$ cat src/rtl/cbpg_pkg.sv
package cbpg_pkg;
  typedef enum logic [3:0] {
    M_SQ1 = 4'd0, M_SQ2 = 4'd1, M_SQ4 = 4'd2, M_SQ6 = 4'd3, M_SQ8 = 4'd4,
    M_MIX_A = 4'd5, M_MIX_B = 4'd6, M_MIX_C = 4'd7, M_BURST22 = 4'd8
  } pat_mode_e;

  typedef struct packed {
    logic       silent;
    logic [1:0] idle_sel;
    logic [3:0] mode;
    logic       fill_one;
  } pat_cfg_t;

  localparam logic [7:0] IDLE8 = 8'hB2;
endpackage

$ cat src/rtl/cbpg_period.sv
module cbpg_period
  import cbpg_pkg::*;
#(
  parameter int WIN_A = 64,
  parameter int WIN_B = 256,
  parameter int WIN_C = 256,
  parameter int PW    = 9
) (
  input  pat_cfg_t        cfg,
  output logic [PW-1:0]   last
);
  localparam logic [PW-1:0] LAST_A = PW'(2*WIN_A - 1);
  localparam logic [PW-1:0] LAST_B = PW'(2*WIN_B - 1);
  localparam logic [PW-1:0] LAST_C = PW'(2*WIN_C - 1);

  always_comb begin
    if (cfg.silent) begin
      case (cfg.idle_sel)
        2'd1:    last = PW'(3);
        2'd2:    last = PW'(7);
        default: last = PW'(1);
      endcase
    end else begin
      case (cfg.mode)
        M_SQ2:     last = PW'(3);
        M_SQ4:     last = PW'(7);
        M_SQ6:     last = PW'(11);
        M_SQ8:     last = PW'(15);
        M_MIX_A:   last = LAST_A;
        M_MIX_B:   last = LAST_B;
        M_MIX_C:   last = LAST_C;
        M_BURST22: last = PW'(21);
        default:   last = PW'(1);
      endcase
    end
  end
endmodule

$ cat src/rtl/cbpg_bitfn.sv
module cbpg_bitfn
  import cbpg_pkg::*;
#(
  parameter int WIN_A = 64,
  parameter int WIN_B = 256,
  parameter int WIN_C = 256,
  parameter int PW    = 9
) (
  input  pat_cfg_t      cfg,
  input  logic [PW-1:0] pos,
  output logic          bit_o
);
  localparam logic [PW-1:0] WA = PW'(WIN_A);
  localparam logic [PW-1:0] WB = PW'(WIN_B);
  localparam logic [PW-1:0] WC = PW'(WIN_C);

  logic [PW-1:0] qa, qb, qc, qr;
  assign qa = pos - WA;
  assign qb = pos - WB;
  assign qc = pos - WC;
  assign qr = pos - PW'(5);

  always_comb begin
    if (cfg.silent) begin
      case (cfg.idle_sel)
        2'd1:    bit_o = pos[1];
        2'd2:    bit_o = IDLE8[pos[2:0]];
        default: bit_o = pos[0];
      endcase
    end else begin
      case (cfg.mode)
        M_SQ2:     bit_o = pos[1];
        M_SQ4:     bit_o = pos[2];
        M_SQ6:     bit_o = (pos < PW'(6));
        M_SQ8:     bit_o = (pos < PW'(8));
        M_MIX_A:   bit_o = (pos < WA) ? pos[0] : qa[2];
        M_MIX_B:   bit_o = (pos < WB) ? pos[0] : qb[3];
        M_MIX_C:   bit_o = (pos < WC) ? cfg.fill_one : qc[0];
        M_BURST22: bit_o = (pos < PW'(5)) ? 1'b0 : ~qr[0];
        default:   bit_o = pos[0];
      endcase
    end
  end
endmodule

$ cat src/rtl/cbpg_phase.sv
module cbpg_phase
  import cbpg_pkg::*;
#(
  parameter int WIN_A = 64,
  parameter int WIN_B = 256,
  parameter int WIN_C = 256,
  parameter int PW    = 9
) (
  input  logic          clk,
  input  logic          rst,
  input  logic          bit_en,
  input  pat_cfg_t      in_cfg,
  output pat_cfg_t      cur_cfg,
  output logic [PW-1:0] cur_pos,
  output logic          first
);
  pat_cfg_t      cfg_q;
  logic [PW-1:0] pos_q;
  logic          wrap_q;
  logic [PW-1:0] last;

  assign cur_cfg = wrap_q ? in_cfg : cfg_q;
  assign cur_pos = wrap_q ? '0 : pos_q;
  assign first   = wrap_q;

  cbpg_period #(.WIN_A(WIN_A), .WIN_B(WIN_B), .WIN_C(WIN_C), .PW(PW)) u_period (
    .cfg  (cur_cfg),
    .last (last)
  );

  always_ff @(posedge clk) begin
    if (rst) begin
      wrap_q <= 1'b1;
      pos_q  <= '0;
      cfg_q  <= '0;
    end else if (bit_en) begin
      cfg_q  <= cur_cfg;
      pos_q  <= cur_pos + PW'(1);
      wrap_q <= (cur_pos == last);
    end
  end
endmodule

$ cat src/rtl/cbpg_top.sv
module cbpg_top
  import cbpg_pkg::*;
#(
  parameter int WIN_A = 64,
  parameter int WIN_B = 256,
  parameter int WIN_C = 256
) (
  input  logic       clk,
  input  logic       rst,
  input  logic       bit_en,
  input  logic [3:0] mode,
  input  logic       silent,
  input  logic [1:0] idle_sel,
  input  logic       fill_one,
  output logic       dout,
  output logic       dvalid,
  output logic       sop
);
  localparam int WMAX = (WIN_A > WIN_B) ? ((WIN_A > WIN_C) ? WIN_A : WIN_C)
                                        : ((WIN_B > WIN_C) ? WIN_B : WIN_C);
  localparam int LONG = (2*WMAX > 22) ? 2*WMAX : 22;
  localparam int PW   = $clog2(LONG);

  pat_cfg_t      in_cfg, cur_cfg;
  logic [PW-1:0] cur_pos;
  logic          first, bit_next;

  assign in_cfg = '{silent: silent, idle_sel: idle_sel, mode: mode, fill_one: fill_one};

  cbpg_phase #(.WIN_A(WIN_A), .WIN_B(WIN_B), .WIN_C(WIN_C), .PW(PW)) u_phase (
    .clk     (clk),
    .rst     (rst),
    .bit_en  (bit_en),
    .in_cfg  (in_cfg),
    .cur_cfg (cur_cfg),
    .cur_pos (cur_pos),
    .first   (first)
  );

  cbpg_bitfn #(.WIN_A(WIN_A), .WIN_B(WIN_B), .WIN_C(WIN_C), .PW(PW)) u_bitfn (
    .cfg   (cur_cfg),
    .pos   (cur_pos),
    .bit_o (bit_next)
  );

  always_ff @(posedge clk) begin
    if (rst) begin
      dout   <= 1'b0;
      dvalid <= 1'b0;
      sop    <= 1'b0;
    end else begin
      dvalid <= bit_en;
      sop    <= bit_en & first;
      if (bit_en) dout <= bit_next;
    end
  end
endmodule

$ cat config.mk
export PLATFORM = sky130hd
export DESIGN_NAME = cbpg_top
export DESIGN_NICKNAME = d
export VERILOG_FILES = /design/src/rtl/cbpg_pkg.sv /design/src/rtl/cbpg_period.sv /design/src/rtl/cbpg_bitfn.sv /design/src/rtl/cbpg_phase.sv /design/src/rtl/cbpg_top.sv
export SDC_FILE = /design/constraint.sdc
export NUM_CORES = 1
export LEC_CHECK = 0
export ABC_AREA = 1
export BUFFER_PORTS_ARGS = -buffer_cell sky130_fd_sc_hd__buf_2
export CORE_ASPECT_RATIO = 0.7
export CORE_MARGIN = 10
export CORE_UTILIZATION = 25
export CTS_CLUSTER_SIZE = 40
export DETAILED_ROUTE_END_ITERATION = 7
export GPL_ROUTABILITY_DRIVEN = 0
export PLACE_DENSITY_LB_ADDON = 0.2
export SETUP_SLACK_MARGIN = 0.02
export SYNTH_ARGS = -nofsm -noshare
export SYNTH_HDL_FRONTEND = slang
export SYNTH_SLANG_ARGS = --single-unit
$ cat constraint.sdc
create_clock -name clk -period 2.6 [get_ports clk]
set_input_delay 0.39 -clock clk [delete_from_list [all_inputs] [get_ports clk]]
set_output_delay 0.39 -clock clk [all_outputs]
set_load 0.03 [all_outputs]
==> metrics <==
HPWL after DPL=3340 um; Fillers=688; clock-pin slew on the worst setup and hold paths=0.09 ns; share of layout cells above drive strength 1=0.169; vias in the first global route=1372; reg2reg setup slack=0.57 ns; Post-Syn Instances=249; Post-synth EDFFs=0; vias per cell=4.50; Avg Cell Area, Syn=6.17 um^2; WS Path Type=register to register; nets@finish=276; die area=9730 um^2; Max Fclk=491 MHz; Chip Width=114 um; hold violation count in the final report=0; non-filler cells, final=335; max-slew violations=0; final worst-path cycle share=0.783; R2R cell count=13; CP endpoint kind=register; HP Class=primary input to register; Relative slew margins=0.723; H-tree Lvls=1; CTS tree=done; Worst-Skew Late Latency=0.27 ns; Placed Area=1660 um^2; Post-route DRC=0; pin count of the biggest net entering global routing=20; synthesized cell area=1540 um^2; ANT cells=0; VDD IR-drop max=0.175 mV; CTS Buf Count=3; Core Region=5840 um^2; Ys Warns=0; RSZ-0062 raised after global routing=no; Cell Rows=23; status=complete, no violations; multi-input logic area=950 um^2; Syn Nets=264; Synth area leader=dfxtp_1; FF+latch area=420 um^2; ys flop type=dfxtp_1; flops & latches, synth=21; post-CTS setup buffer count=0; top cells by count, synth=nand2_1 (67), nor2_1 (33), inv_1 (29); dpl cells=331; # setup viols final=0; global-route wire length before repair=7090 um; TritonRoute pass-1 iters=4; Initial Util=0.263; top cells by area, synth=dfxtp_1 (27%), nand2_1 (16%), nor2_1 (8.1%); clk root buf=clkbuf_8; antenna-violating nets left=0; R2R Path End=u_phase.first$_SDFFE_PP1P_; initial antenna violation count=0; Hold-fix buffers, CTS=0; Ports=14; total power=0.778 mW; Worst Tran Pin Value=0.411 ns; Unique masters post-synth=31; post-synthesis sequential area ratio=0.274; Critical R2R Launch=u_phase.first$_SDFFE_PP1P_; Setup Skew=0.00539 ns; post-cts resize count=0; via count=1506; Post-Route WL=4300 um; async set-reset flop share out of synthesis=0; GRT Resource Usage Total=0.0884; Die Y=85.6 um; post-route design area=1700 um^2; Period minus WS final=2.03 ns; worst-path fanout max=19; WP data required=2.77 ns; most instantiated library cell after synthesis=nand2_1; number of port buffers=13; worst setup path start=u_phase.first$_SDFFE_PP1P_; leak pwr=0.822 nW; CP arrival=2.20 ns; top cell type's share of synthesized area=0.274; Worst setup SP type=register; crit path to=u_phase.first$_SDFFE_PP1P_; DR WL/cell=12.8 um; clk sinks=21; cell area power density=456 nW/um^2; Setup TNS Final=0 ns; gr ovfl total=0; Max Cap Viol=0; Syn-to-layout area delta=10.9%; Max Root-Sink Buffers=2; initial DRC count=88
-- cell type report --
class / instances / share of cell area
Clock buffer: 3 / 0.0242
Inverter: 31 / 0.0712
Timing Repair Buffer: 14 / 0.0426
Clock inverter: 1 / 0.00294
Sequential cell: 21 / 0.247
Tap cell: 75 / 0.0551
Multi-Input combinational cell: 190 / 0.557
-- sequential cells by signal, indices dropped and copies added, names as in the netlist --
signal         flops
dvalid             1
u_phase.first      1
u_phase.pos_q      9
u_phase.cfg_q      8
sop                1
dout               1
-- layer usage --
metal / wire length [um] / vias up / track usage / part of all wire
met3: 380 / 4 / 0.0237 / 0.088
met1: 2390 / 644 / 0.140 / 0.56
met2: 1490 / 47 / 0.112 / 0.35
li1: - / 811 / - / -
met4: 29 / 0 / 0.0138 / 0.0068
met5: 0 / - / 0 / 0
-- worst min-delay path by stage --
| stage | startpoint | to | slack (ns) | cells after the start |
|---|---|---|---|---|
| after global routing | fill_one | u_phase.cfg_q[0]$_SDFFE_PP0P_ | 0.37 | 3 |
| after CTS | fill_one | u_phase.cfg_q[0]$_SDFFE_PP0P_ | 0.36 | 3 |
| final | fill_one | u_phase.cfg_q[0]$_SDFFE_PP0P_ | 0.37 | 3 |
| after detailed placement | u_phase.cfg_q[6]$_SDFFE_PP0P_ | u_phase.cfg_q[6]$_SDFFE_PP0P_ | 0.47 | 2 |
| after global placement | u_phase.cfg_q[6]$_SDFFE_PP0P_ | u_phase.cfg_q[6]$_SDFFE_PP0P_ | 0.47 | 2 |
| after floorplan | u_phase.cfg_q[6]$_SDFFE_PP0P_ | u_phase.cfg_q[6]$_SDFFE_PP0P_ | 0.45 | 2 |
-- where the power goes --
group,switching [mW],leakage [nW],internal (mW)
registers,0.0121,0.173,0.338
logic,0.138,0.624,0.0638
clock network,0.119,0.0255,0.107
-- layout by cell type, fill, tap and decap left out, types with 4 or more instances in the layout --
cell type | Yosys | final
nor3_1 | 4 | 4
dfxtp_1 | 21 | 21
nor2_1 | 33 | 33
nor2_2 | 5 | 5
nand3_1 | 16 | 16
nand2_1 | 67 | 67
nand2_2 | 9 | 9
ha_1 | 4 | 4
buf_2 | 0 | 13
inv_1 | 29 | 29
a21oi_1 | 11 | 11
o21ai_0 | 18 | 18
-- stage by stage --
stage	utilization	hold slack [ns]	setup slack [ns]
2_1_floorplan	-	0.450	0.754
3_3_place_gp	0.284	0.472	0.610
3_5_place_dp	0.284	0.470	0.584
4_1_cts	0.292	0.361	0.567
5_1_grt	0.292	0.372	0.318
6_report	0.292	0.372	0.565
-- critical path, stage by stage (launching register included) --
cell and delay (ns):
dfxtp_1 0.53, inv_6 0.15, or2_2 0.29, o21ai_0 0.11
inv_1 0.10, ha_1 0.29, inv_1 0.07, nand2_1 0.07
nand2_1 0.07, nand2_1 0.04, nand2_1 0.05, nor2_1 0.04
nand2_1 0.05, nand2_1 0.04
-- logic make-up (layout without fill, tap and decap cells) --
group / after synthesis / after routing / share of synthesized area
simple gates: 148 / 148 / 0.450
compound gates: 38 / 38 / 0.135
flops: 21 / 21 / 0.274
fa+ha+maj: 4 / 4 / 0.0326
buf+inv: 38 / 49 / 0.108
No activity file was read; power rests on OpenSTA's default activity.
